==> config.mk <==
export PLATFORM = sky130hd
export DESIGN_NAME = sreg_guard
export DESIGN_NICKNAME = d
export VERILOG_FILES = /design/src/rtl/sreg_pkg.sv /design/src/rtl/sreg_policy.sv /design/src/rtl/sreg_wel_ctl.sv /design/src/rtl/sreg_nv_bank.sv /design/src/rtl/sreg_guard.sv
export SDC_FILE = /design/constraint.sdc
export NUM_CORES = 1
export LEC_CHECK = 0
export ABC_AREA = 1
export BUFFER_PORTS_ARGS = -buffer_cell sky130_fd_sc_hd__buf_2
export CAP_MARGIN = 0
export CELL_PAD_IN_SITES_DETAIL_PLACEMENT = 1
export CELL_PAD_IN_SITES_GLOBAL_PLACEMENT = 2
export CORE_ASPECT_RATIO = 0.6
export CORE_MARGIN = 5
export CORE_UTILIZATION = 31
export CTS_BUF_LIST = sky130_fd_sc_hd__clkbuf_2 sky130_fd_sc_hd__clkbuf_4 sky130_fd_sc_hd__clkbuf_8
export DETAILED_ROUTE_END_ITERATION = 10
export GPL_TIMING_DRIVEN = 0
export HOLD_SLACK_MARGIN = 0.06
export PLACE_DENSITY_LB_ADDON = 0.1
export SLEW_MARGIN = 5
export SYNTH_ARGS = -nofsm -noshare
export SYNTH_HDL_FRONTEND = slang
export SYNTH_SLANG_ARGS = --single-unit
==> constraint.sdc <==
create_clock -name clk -period 3.1 [get_ports clk]
set_input_delay 0.465 -clock clk [delete_from_list [all_inputs] [get_ports clk]]
set_output_delay 0.465 -clock clk [all_outputs]
set_load 0.1 [all_outputs]
==> src/rtl/sreg_pkg.sv <==
package sreg_pkg;
  localparam int PROT_W = 5;
  localparam int LB_N   = 3;
  localparam int B_BUSY = 0;
  localparam int B_WEL  = 1;
  localparam int B_PROT = 2;
  localparam int B_SRP0 = B_PROT + PROT_W;
  localparam int B_SRP1 = B_SRP0 + 1;
  localparam int B_QE   = B_SRP1 + 1;
  localparam int B_RSV  = B_QE + 1;
  localparam int B_LB   = B_RSV + 1;
  localparam int B_CMP  = B_LB + LB_N;
  localparam int B_SUS  = B_CMP + 1;
  localparam int SR_W   = B_SUS + 1;

  typedef enum logic [1:0] {
    PM_SOFT      = 2'b00,
    PM_PIN       = 2'b01,
    PM_UNTIL_PWR = 2'b10,
    PM_FOREVER   = 2'b11
  } prot_mode_e;
endpackage

==> src/rtl/sreg_policy.sv <==
module sreg_policy
  import sreg_pkg::*;
(
  input  prot_mode_e mode,
  input  logic       wp_n,
  input  logic       wel,
  input  logic       busy,
  input  logic       wip,
  input  logic       wr_req,
  output logic       grant
);
  logic mode_ok;

  always_comb begin
    unique case (mode)
      PM_SOFT: mode_ok = 1'b1;
      PM_PIN:  mode_ok = wp_n;
      default: mode_ok = 1'b0;
    endcase
    grant = wr_req & wel & ~busy & ~wip & mode_ok;
  end
endmodule

==> src/rtl/sreg_wel_ctl.sv <==
module sreg_wel_ctl (
  input  logic clk,
  input  logic rst,
  input  logic pwr_cycle,
  input  logic wel_set,
  input  logic wel_clr,
  input  logic commit,
  output logic wel_q
);
  always_ff @(posedge clk) begin
    if (rst || pwr_cycle) wel_q <= 1'b0;
    else if (commit)      wel_q <= 1'b0;
    else if (wel_clr)     wel_q <= 1'b0;
    else if (wel_set)     wel_q <= 1'b1;
  end
endmodule

==> src/rtl/sreg_nv_bank.sv <==
module sreg_nv_bank
  import sreg_pkg::*;
(
  input  logic              clk,
  input  logic              rst,
  input  logic              pwr_cycle,
  input  logic              grant,
  input  logic [PROT_W-1:0] wd_prot,
  input  logic [1:0]        wd_srp,
  input  logic              wd_qe,
  input  logic [LB_N-1:0]   wd_lb,
  input  logic              wd_cmp,
  input  logic              prog_done,
  input  logic              susp_req,
  input  logic              resume_req,
  output logic [SR_W-1:0]   nv_q,
  output logic              wip_q,
  output logic              commit
);
  logic [PROT_W-1:0] prot_q, st_prot;
  logic [1:0]        srp_q, st_srp;
  logic              qe_q, st_qe, cmp_q, st_cmp, sus_q;
  logic [LB_N-1:0]   lb_q, st_lb;

  assign commit = wip_q & prog_done & ~pwr_cycle;

  always_ff @(posedge clk) begin
    if (rst || pwr_cycle) begin
      wip_q <= 1'b0;
    end else if (grant) begin
      wip_q   <= 1'b1;
      st_prot <= wd_prot;
      st_srp  <= wd_srp;
      st_qe   <= wd_qe;
      st_lb   <= wd_lb;
      st_cmp  <= wd_cmp;
    end else if (commit) begin
      wip_q <= 1'b0;
    end
  end

  always_ff @(posedge clk) begin
    if (rst) begin
      prot_q <= '0;
      qe_q   <= 1'b0;
      cmp_q  <= 1'b0;
    end else if (commit) begin
      prot_q <= st_prot;
      qe_q   <= st_qe;
      cmp_q  <= st_cmp;
    end
  end

  always_ff @(posedge clk) begin
    if (rst)                                        srp_q <= 2'b00;
    else if (pwr_cycle && srp_q == PM_UNTIL_PWR)    srp_q <= 2'b00;
    else if (commit)                                srp_q <= st_srp;
  end

  for (genvar i = 0; i < LB_N; i++) begin : g_lock
    always_ff @(posedge clk) begin
      if (rst)                   lb_q[i] <= 1'b0;
      else if (commit && st_lb[i]) lb_q[i] <= 1'b1;
    end
  end

  always_ff @(posedge clk) begin
    if (rst || pwr_cycle) sus_q <= 1'b0;
    else if (resume_req)  sus_q <= 1'b0;
    else if (susp_req)    sus_q <= 1'b1;
  end

  always_comb begin
    nv_q                       = '0;
    nv_q[B_PROT +: PROT_W]     = prot_q;
    nv_q[B_SRP0]               = srp_q[0];
    nv_q[B_SRP1]               = srp_q[1];
    nv_q[B_QE]                 = qe_q;
    nv_q[B_LB +: LB_N]         = lb_q;
    nv_q[B_CMP]                = cmp_q;
    nv_q[B_SUS]                = sus_q;
  end

  // a lock bit never returns to 0
  a_r6_lock_sticky: assert property (@(posedge clk) disable iff (rst)
    (($past(lb_q) & ~lb_q) == '0));
  // permanent mode never leaves
  a_r5_forever_holds: assert property (@(posedge clk) disable iff (rst)
    (srp_q == 2'b11) |=> (srp_q == 2'b11));
  // lock-down only left through a power cycle
  a_r4_until_pwr_holds: assert property (@(posedge clk) disable iff (rst)
    (srp_q == 2'b10 && !pwr_cycle) |=> (srp_q == 2'b10));
  // power cycle clears suspend
  a_r7_pwr_clears_sus: assert property (@(posedge clk) disable iff (rst)
    pwr_cycle |=> !sus_q);
endmodule

==> src/rtl/sreg_guard.sv <==
module sreg_guard
  import sreg_pkg::*;
(
  input  logic            clk,
  input  logic            rst,
  input  logic            pwr_cycle,
  input  logic            wr_req,
  input  logic [15:0]     wr_data,
  input  logic            wel_set,
  input  logic            wel_clr,
  input  logic            wp_n,
  input  logic            susp_req,
  input  logic            resume_req,
  input  logic            busy_in,
  input  logic            prog_done,
  output logic [15:0]     status_q,
  output logic            wr_accept
);
  logic [SR_W-1:0] nv_q;
  logic            wel_q, wip_q, busy_q, grant, commit;
  prot_mode_e      mode;
  logic            unused_wr_bits;

  assign unused_wr_bits = ^{wr_data[B_BUSY], wr_data[B_WEL], wr_data[B_RSV], wr_data[B_SUS]};
  assign mode = prot_mode_e'({nv_q[B_SRP1], nv_q[B_SRP0]});

  sreg_policy u_policy (
    .mode(mode), .wp_n(wp_n), .wel(wel_q), .busy(busy_in),
    .wip(wip_q), .wr_req(wr_req), .grant(grant)
  );

  sreg_wel_ctl u_wel (
    .clk(clk), .rst(rst), .pwr_cycle(pwr_cycle), .wel_set(wel_set),
    .wel_clr(wel_clr), .commit(commit), .wel_q(wel_q)
  );

  sreg_nv_bank u_bank (
    .clk(clk), .rst(rst), .pwr_cycle(pwr_cycle), .grant(grant),
    .wd_prot(wr_data[B_PROT +: PROT_W]),
    .wd_srp({wr_data[B_SRP1], wr_data[B_SRP0]}),
    .wd_qe(wr_data[B_QE]), .wd_lb(wr_data[B_LB +: LB_N]),
    .wd_cmp(wr_data[B_CMP]), .prog_done(prog_done),
    .susp_req(susp_req), .resume_req(resume_req),
    .nv_q(nv_q), .wip_q(wip_q), .commit(commit)
  );

  always_ff @(posedge clk) begin
    if (rst) begin
      busy_q    <= 1'b0;
      wr_accept <= 1'b0;
    end else begin
      busy_q    <= busy_in;
      wr_accept <= grant;
    end
  end

  always_comb begin
    status_q         = nv_q;
    status_q[B_BUSY] = busy_q | wip_q;
    status_q[B_WEL]  = wel_q;
  end

  // acceptance requires the latch in the cycle of the request
  a_r2_accept_needs_wel: assert property (@(posedge clk) disable iff (rst)
    wr_accept |-> $past(wel_q));
  // pin low blocks in pin mode
  a_r3_pin_blocks: assert property (@(posedge clk) disable iff (rst)
    (wr_req && mode == PM_PIN && !wp_n) |=> !wr_accept);
  // no acceptance while the array is busy
  a_r10_busy_rejects: assert property (@(posedge clk) disable iff (rst)
    (wr_req && busy_in) |=> !wr_accept);
  // latch is clear once a pending write ends
  a_r8_wel_cleared: assert property (@(posedge clk) disable iff (rst)
    $fell(wip_q) |-> !wel_q);
  // reserved bit reads 0
  a_r9_reserved_zero: assert property (@(posedge clk) disable iff (rst)
    status_q[B_RSV] == 1'b0);
endmodule

==> results.md, run 1 <==
* Status: completed
* Hpwl dp at 1867 µm
* Reg2reg setup slack at 1550 ps
* PostCTS Resize Cnt at 0
* Psw at 175.9 µW
* RSZ-0062 raised after global routing: no
* CP arrival at 1400 ps
* Final setup fails at 0
* Critical Path Fanout Max at 10
* Share of cells above drive strength 1 at 0.3750
* Core Area at 0.003343 mm²
* FF-to-FF Start: u_bank.wip_q
* Register area share after synthesis at 0.6349
* Final instance area at 0.001441 mm²
* Initial antenna violation count at 0
* Vias at 861
* Top delay family on crit path: buffers and inverters
* Total Die Area at 0.004892 mm²
* Setup bufs post-CTS at 0
* CTS tree: built
* Die width at 87.03 µm
* Worst-Skew Late Latency at 270 ps
* Fmax at 535.9 MHz
* Synthesis-to-finish area growth at 30.61%
* Final max-slew violation count at 0
* Worst-case reg-to-reg path depth at 6
* Min Tclk post-route at 1866 ps
* Post-Place Cell Area at 0.001350 mm²
* Clock Skews at 3.649 ps
* Post-synth EDFFs at 12
* Initial core utilization at 0.3301
* CP max stage cell: buf_2
* Antenna cells at 0
* Flops & latches, synth at 29
* Most used DFF post-synth: dfxtp_1
* First-pass GRT wire length at 4119 µm
* Syn_area_per_cell at 10.41 µm²
* Clk network pwr share at 0.409
* Worst Hold Path EP: u_bank.sus_q
* Synth warnings at 0
* Syn_nets at 133
* GRT Util Overall at 0.1107
* Antenna viol nets, final at 0
* Worst path max stage delay at 420 ps
* Placement Rows at 16
* Vias in the first global route at 906
* Num Clock Sinks at 29
* Worst Hold Launch: resume_req
* Worst setup path start: u_bank.wip_q
* Number of max-cap violations at 0
* Root Buffer Master: clkbuf_8
* Post-layout nets at 178
* Combinational share of power at 0.071
* Hold Crit Class: input pin to register
* Reg2Reg Capture Point: u_bank.st_prot[2]
* Vias per cell at 4.371
* Final hold violations at 0
* Hold-critical path depth at 2
* Die H at 56.22 µm
* Mapped Area at 0.001104 mm²
* Setup TNS at 0 ps
* Internal power at 593.0 µW
* Req. time, crit path at 2630 ps
* Synthesized netlist cell count at 106
* Final hold slack at 334.2 ps
* Crit path buffers/inverters at 3
* Yosys cell types at 18
* Gr ovfl total at 0
* Crit start category: register
* Hold-fix buffers, CTS at 0
* Iteration-0 DRC Markers at 20
* Routed wire length at 2488 µm
* Sw frac at 0.2288
* Max clock buf depth at 2
* Largest net degree at the start of global routing at 13
* VDD IR-drop max at 0.2430 mV
* Wirelength per Cell at 12.63 µm
* Most common cell after layout, fill and taps aside: buf_2
* Clock Pin Slew Worst Setup and Hold Paths at 60 ps
* Sequential power share at 0.520
* Htree depth at 2
* Pwr dens at 533.4 mW/mm²
* DR pass1 iterations at 4
* Gp weighted congestion at 0.7389
* Setup CP Type: register to primary output
* Crit end category: primary output
* Worst-Margin Slew at 513.0 ps
* Slew margin rel. at 0.6576
* TritonCTS Buffers at 5
* Fin crit share at 0.6019
* Async SR Flop Fraction at 0
* I/O pins at 44
* IO buf count at 38
* Critical-path cell list: buf_6 -> clkbuf_8 -> or2_1 -> buf_2
* Commonest non-fill, non-tap cells in the layout: buf_2, dfxtp_1, nand2_1
* Drt drc at 0
* Pleak at 0.0006269 µW
==> metal layers <==
metal | vias to the layer above | wire [µm] | global-route usage | share of wire
met5 | - | 0 | 0 | 0
met4 | 0 | 14 | 0.05333 | 0.0056
met3 | 3 | 135 | 0.04290 | 0.054
met2 | 23 | 1244 | 0.1730 | 0.50
met1 | 396 | 1093 | 0.1321 | 0.44
li1 | 439 | - | - | -
==> area by class of cell <==
type | count | area, µm²
fill | 398 | 1902
multi-input combinational | 56 | 271.5
buffer | 10 | 90.09
clock buffer | 6 | 82.58
sequential | 29 | 700.7
tap | 45 | 56.30
inverter | 11 | 41.29
clock inverter | 2 | 8.758
timing repair buffer | 38 | 190.2
==> synth_stat cells (2+ instances only) <==
library cell | number | area [µm²]
a21oi_1 | 12 | 60.06
buf_4 | 5 | 37.54
buf_6 | 3 | 33.78
dfxtp_1 | 17 | 340.3
edfxtp_1 | 12 | 360.4
inv_1 | 10 | 37.54
nand2_1 | 15 | 56.30
nand3_1 | 2 | 10.01
nand4_1 | 12 | 75.07
nor2_1 | 10 | 37.54
==> worst max-delay path by stage <==
stage                              to  cells after the start  slack [ps]
CTS                       status_q[0]                      4        1220
global route              status_q[0]                      4        1160
detailed placement  u_bank.st_prot[1]                      4        1300
global placement    u_bank.st_prot[1]                      4        1320
floorplan               u_bank.st_cmp                      5        1340
finish                    status_q[0]                      4        1230
==> flip-flops by register name, summed over array words and instances (netlist names) <==
signal and cells:
u_bank.wip_q 1, u_bank.cmp_q 1, u_bank.qe_q 1, u_bank.sus_q 1
u_bank.st_lb 3, u_bank.srp_q 2, u_wel.wel_q 1, u_bank.st_qe 1
u_bank.st_prot 5, u_bank.nv_q 3, u_bank.st_srp 2, wr_accept 1
busy_q 1, u_bank.prot_q 5, u_bank.st_cmp 1
==> kinds of logic after synthesis <==
kind of cell / share of synthesized area
and+or+nand+nor: 0.1837
DFF: 0.6349
AOI/OAI and AO/OA: 0.05895
other: 0.003398
buffers and inverters: 0.1190
==> power groups by stage <==
stage	logic [µW]	registers (µW)	clock network, µW
after floorplan	32.2	409	0
after global placement	54.1	408	0
after detailed placement	55.0	408	0
after CTS	55.2	400	324
after global routing	59.1	400	345
final	54.4	400	315
==> through the flow <==
step / util / total power (µW) / setup WS, ps / std cells
final: 0.4311 / 768.9 / 1234 / 197
after global routing: 0.4311 / 803.6 / 1158 / 197
after floorplan: - / 441.5 / 1335 / 106
after global placement: 0.4038 / 462.1 / 1318 / 189
after detailed placement: 0.4038 / 463.1 / 1297 / 189
after CTS: 0.4311 / 779.0 / 1220 / 197
Power figures use the tool's default switching activity.
==> run 2, diff against run 1 <==
--- a/config.mk
+++ b/config.mk
@@ -12,7 +12,7 @@
 export CELL_PAD_IN_SITES_GLOBAL_PLACEMENT = 2
 export CORE_ASPECT_RATIO = 0.6
 export CORE_MARGIN = 5
-export CORE_UTILIZATION = 31
+export CORE_UTILIZATION = 26
 export CTS_BUF_LIST = sky130_fd_sc_hd__clkbuf_2 sky130_fd_sc_hd__clkbuf_4 sky130_fd_sc_hd__clkbuf_8
 export DETAILED_ROUTE_END_ITERATION = 10
 export GPL_TIMING_DRIVEN = 0
==> constraint.sdc (replaced) <==
create_clock -name clk -period 1.7 [get_ports clk]
set_input_delay 0.255 -clock clk [delete_from_list [all_inputs] [get_ports clk]]
set_output_delay 0.255 -clock clk [all_outputs]
set_load 0.1 [all_outputs]
==> run 2 against run 1 <==
Compared with the run above: die area rose by 16%; global-route usage down 0.26 points; register-to-register slack got worse by 1300 ps; combinational power increased by 86%; setup slack got worse by 1200 ps; wire length up 10%; critical path type unchanged.
==> results.md, run 2 (same netlist as run 1, synthesis figures left out) <==
* Status: completed
* Drt drc at 0 (unchanged)
* I/O pins at 44 (unchanged)
* Gr ovfl total at 0 (unchanged)
* Antenna viol nets, final at 0 (unchanged)
* Pleak at 0.0006233 µW (-0.57%)
* Clock Pin Slew Worst Setup and Hold Paths at 60 ps (about the same)
* Number of fill cells at 496 (+25%)
* Critical Path Fanout Max at 10 (unchanged)
* Placement Rows at 18 (+2)
* Commonest non-fill, non-tap cells in the layout: buf_2, nand2_1, dfxtp_1
* Iteration-0 DRC Markers at 38 (+90%)
* Wirelength per Cell at 12.96 µm (+2.6%)
* First-pass GRT wire length at 4402 µm (+6.9%)
* Vias in the first global route at 908 (+0.22%)
* Crit start category: register
* Fmax at 612.0 MHz
* Pwr dens at 989.0 mW/mm² (+85%)
* IO buf count at 38 (unchanged)
* GRT Util Overall at 0.1081 (-0.002608)
* Min Tclk post-route at 1634 ps
* Setup CP Type: register to primary output
* Share of cells above drive strength 1 at 0.4013 (+0.02632)
* Antenna cells at 0 (unchanged)
* Setup TNS at 0 ps (unchanged)
* Post-layout nets at 178 (unchanged)
* Htree depth at 2 (unchanged)
* Largest net degree at the start of global routing at 13 (unchanged)
* Vias at 863 (+0.23%)
* TritonCTS Buffers at 5 (unchanged)
* Gp weighted congestion at 0.6983 (-5.5%)
* Die width at 94.11 µm (+8.1%)
* Crit end category: primary output
* Initial antenna violation count at 0 (unchanged)
* Most common cell after layout, fill and taps aside: buf_2
* RSZ-0062 raised after global routing: no
* Largest registers: u_bank.prot_q x5, u_bank.st_prot x5
* Root Buffer Master: clkbuf_8
* Final hold violations at 0 (unchanged)
* Die H at 60.47 µm (+7.6%)
* VDD IR-drop max at 0.3188 mV (+31%)
* Worst-Skew Late Latency at 280 ps (about the same)
* Initial core utilization at 0.2692 (-0.06086)
* Fin crit share at 0.9611
* Setup bufs post-CTS at 0 (unchanged)
* Vias per cell at 4.071 (-6.9%)
* Hold-fix buffers, CTS at 0 (unchanged)
* Routed wire length at 2748 µm (+10%)
* Final setup fails at 0 (unchanged)
* Hold Crit Class: input pin to register
* Core Area at 0.004099 mm² (+23%)
* Synthesis-to-finish area growth at 34.01%
* Finished Core Util at 0.3608 (-0.07033)
* Number of max-cap violations at 0 (unchanged)
* Num Clock Sinks at 29 (unchanged)
* Max clock buf depth at 2 (unchanged)
* Req. time, crit path at 1440 ps (-1190 ps)
* CTS tree: built
* Total Die Area at 0.005690 mm² (+16%)
* Hpwl dp at 2006 µm (+7.5%)
* Final max-slew violation count at 0 (unchanged)
* DR pass1 iterations at 4 (unchanged)
* Clock Skews at 7.981 ps (+4.332 ps)
* CP arrival at 1380 ps (-20 ps)
run 2: changes by cell type in the layout (fill, tap and decap cells not counted), sizes merged:
cell and delta:
clkinv -1, clkinvlp +1, clkbuf +2, buf -1
inv -1
run 2: layer usage:
layer  GRT usage  vias to the layer above  part of all wire
li1            -                      438                 -
met1      0.1361                      391              0.47
met2      0.1574                       27              0.44
met3     0.04585                        7             0.069
met4     0.06173                        0             0.020
met5           0                        -                 0
run 2: through the flow:
step | instances | cell area [µm²] | power (µW) | setup WS (ps) | hold slack (ps)
2_1_floorplan | 106 | 1106 | 805.1 | 193.3 | 324.1
3_3_place_gp | 204 | 1371 | 844.5 | 112.3 | 416.0
3_5_place_dp | 204 | 1371 | 846.4 | 117.8 | 422.8
4_1_cts | 212 | 1473 | 1487 | 19.20 | 123.3
5_1_grt | 212 | 1479 | 1524 | 16.43 | 132.9
6_report | 212 | 1479 | 1463 | 66.08 | 132.1
run 2: path summary, 6_finish.rpt:
path                         from           endpoint  slack [ps]  depth (start not counted)
setup reg to reg     u_bank.wip_q  u_bank.st_prot[2]         280                          6
hold reg to reg   u_bank.nv_q[11]    u_bank.nv_q[11]         450                          2
setup / recovery     u_bank.wip_q        status_q[0]          70                          4
hold / removal         resume_req       u_bank.sus_q         130                          2
run 2: final cells by class:
class                   instances  area, µm²  share of cell area
plain buffers                  10      90.09             0.06091
multi-input cells              56      271.5              0.1836
well taps                      60      75.07             0.05076
inverters                      11      45.04             0.03046
flip-flops and latches         29      703.2              0.4755
clock inverters                 1      5.005            0.003384
clock buffers                   7      96.34             0.06514
repair buffers                 38      192.7              0.1303
run 2: critical path, stage by stage, from the launching register on:
cell	delay, ps
dfxtp_1	310
buf_6	130
clkbuf_8	160
or2_1	230
clkbuf_4	280
run 2: repair_timing:
| action | CTS | global route |
|---|---|---|
| gates resized for setup | 0 | 2 |
| setup endpoints to repair | 0 | 13 |
| hold endpoints to repair | 0 | 0 |
run 2: where the power goes:
part           internal (µW)  switching, µW  leakage (µW)
Sequential               727           1.49      0.000246
Combinational           34.4           66.8      0.000323
Clock                    365            267     0.0000542
Total                   1130            335      0.000623
==> run 3, diff against run 2 <==
--- a/config.mk
+++ b/config.mk
@@ -18,6 +18,7 @@
 export GPL_TIMING_DRIVEN = 0
 export HOLD_SLACK_MARGIN = 0.06
 export PLACE_DENSITY_LB_ADDON = 0.1
+export SETUP_SLACK_MARGIN = 0.4
 export SLEW_MARGIN = 5
 export SYNTH_ARGS = -nofsm -noshare
 export SYNTH_HDL_FRONTEND = slang
==> run 3 against run 2 <==
Compared with the run above: core utilization is 2.4 points higher; non-clock buffer count is 2 higher; register-to-register slack improved by 120 ps.
==> results.md, run 3 (same netlist as run 1, synthesis figures left out) <==
* Antenna viol nets, final at 0 (unchanged)
* Setup TNS at 0 ps (unchanged)
* Die width at 94.11 µm (unchanged)
* Clock Skews at 5.057 ps (-2.924 ps)
* Wirelength per Cell at 13.20 µm (+1.9%)
* CP max stage cell: dfxtp_2
* Number of fill cells at 495 (-0.20%)
* Largest registers: u_bank.prot_q x5, u_bank.st_prot x5
* Register area at 709.4 µm² (+0.89%)
* Crit start category: register
* Initial core utilization at 0.2692 (unchanged)
* Crit path buffers/inverters at 3 (unchanged)
* Worst-Skew Late Latency at 280 ps (about the same)
* Worst path max stage delay at 320 ps (about the same)
* Num Clock Sinks at 29 (unchanged)
* Antenna cells at 0 (unchanged)
* Max clock buf depth at 2 (unchanged)
* Fmax at 663.7 MHz (+8.4%)
* Most common cell after layout, fill and taps aside: buf_2
* Critical Path Fanout Max at 3 (-7)
* Placement Rows at 18 (unchanged)
* Setup WS post-layout at 193.2 ps (+127.2 ps)
* Final max-slew violation count at 0 (unchanged)
* Vias in the first global route at 990 (+9.0%)
* CTS tree: built
* Req. time, crit path at 1440 ps (about the same)
* Final hold violations at 0 (unchanged)
* Final setup fails at 0 (unchanged)
* First-pass GRT wire length at 4733 µm (+7.5%)
* Synthesis-to-finish area growth at 42.86%
* RSZ-0062 raised after global routing: yes
* Pwr dens at 873.3 mW/mm² (-12%)
* Fin crit share at 0.8863 (-0.07480)
* Share of cells above drive strength 1 at 0.4258 (+0.02449)
* Multi-input logic area at 294.0 µm² (+8.3%)
* Setup CP Type: register to primary output
* Commonest non-fill, non-tap cells in the layout: buf_2, buf_4, nand2_1, dfxtp_1
* Top delay family on crit path: buffers and inverters
* IO buf count at 38 (unchanged)
* Root Buffer Master: clkbuf_8
* Core Area at 0.004099 mm² (unchanged)
* Hold Crit Class: input pin to register
* Post-layout nets at 181 (+1.7%)
* Drt drc at 0 (unchanged)
* Hold-fix buffers, CTS at 0 (unchanged)
* Setup WS pre-CTS at 284.0 ps (+166.1 ps)
* Number of max-cap violations at 0 (unchanged)
* Die H at 60.47 µm (unchanged)
* Routed wire length at 2839 µm (+3.3%)
* Total Die Area at 0.005690 mm² (unchanged)
* Crit end category: primary output
* Largest net degree at the start of global routing at 11 (-2)
* DR pass1 iterations at 4 (unchanged)
* TritonCTS Buffers at 5 (unchanged)
* VDD IR-drop max at 0.3099 mV (-2.8%)
* Vias at 888 (+2.9%)
* Clock Pin Slew Worst Setup and Hold Paths at 60 ps (about the same)
* I/O pins at 44 (unchanged)
* GRT Util Overall at 0.1161 (+0.008004)
* Gp weighted congestion at 0.7323 (+4.9%)
* Critical-path cell list: buf_6 -> clkbuf_16 -> or2_4 -> buf_12
* Vias per cell at 4.130 (+1.5%)
* Hpwl dp at 2039 µm (+1.6%)
* Pleak at 0.0006364 µW (+2.1%)
* CP arrival at 1250 ps (-130 ps)
* Gr ovfl total at 0 (unchanged)
* Initial antenna violation count at 0 (unchanged)
* Min Tclk post-route at 1507 ps (-127.2 ps)
* Htree depth at 2 (unchanged)
* Iteration-0 DRC Markers at 23 (-39%)
* Status: completed
## run 3: cell count changes in the layout (fill, tap and decap cells not counted), sizes merged
cell / previous run / this run
inv: 10 / 11
clkinv: 1 / 3
## run 3: metal layers
layer,global-route usage,part of all wire,vias to the layer above,routed length [µm]
li1,-,-,445,-
met1,0.1435,0.46,415,1301
met2,0.1816,0.46,22,1320
met3,0.04461,0.058,6,164
met4,0.05556,0.019,0,53
met5,0,0,-,0
## run 3: power breakdown
part	total, µW	leakage (µW)	switching [µW]	internal [µW]
Clock	538	0.0000430	263	275
Sequential	726	0.000247	1.53	724
Combinational	113	0.000346	70.7	41.9
Total	1380	0.000636	336	1040
## run 3: stage by stage
| step | std cells | hold slack, ps | total power (µW) | utilization | area (µm²) |
|---|---|---|---|---|---|
| 2_1_floorplan | 106 | 324.1 | 803.3 | - | 1114 |
| 3_3_place_gp | 204 | 415.1 | 842.0 | 0.3364 | 1379 |
| 3_5_place_dp | 204 | 428.9 | 844.0 | 0.3364 | 1379 |
| 4_1_cts | 215 | 124.0 | 1400 | 0.3800 | 1558 |
| 5_1_grt | 215 | 117.4 | 1448 | 0.3846 | 1577 |
| 6_report | 215 | 130.9 | 1377 | 0.3846 | 1577 |
## run 3: cell type report
class	instances	area share
clock inverters	3	0.007937
repair buffers	40	0.1659
repair inverters	1	0.004762
clock buffers	5	0.04365
plain buffers	10	0.06429
flip-flops and latches	29	0.4500
well taps	60	0.04762
multi-input cells	56	0.1865
inverters	11	0.02937
## run 3: what timing repair did
action | CTS | global route
gates resized for setup | 22 | 6
setup endpoints to repair | 25 | 17
cloned | 1 | 0
pin swaps | 2 | 0
setup buffers | 2 | 0
## run 3: worst paths after layout
check / startpoint / end / slack [ps] / cells past startpoint
setup / recovery: u_bank.wip_q / status_q[0] / 190 / 4
hold / removal: resume_req / u_bank.sus_q / 130 / 2
setup reg to reg: u_bank.wip_q / u_bank.st_prot[1] / 400 / 6
hold reg to reg: u_bank.nv_q[12] / u_bank.nv_q[12] / 450 / 2
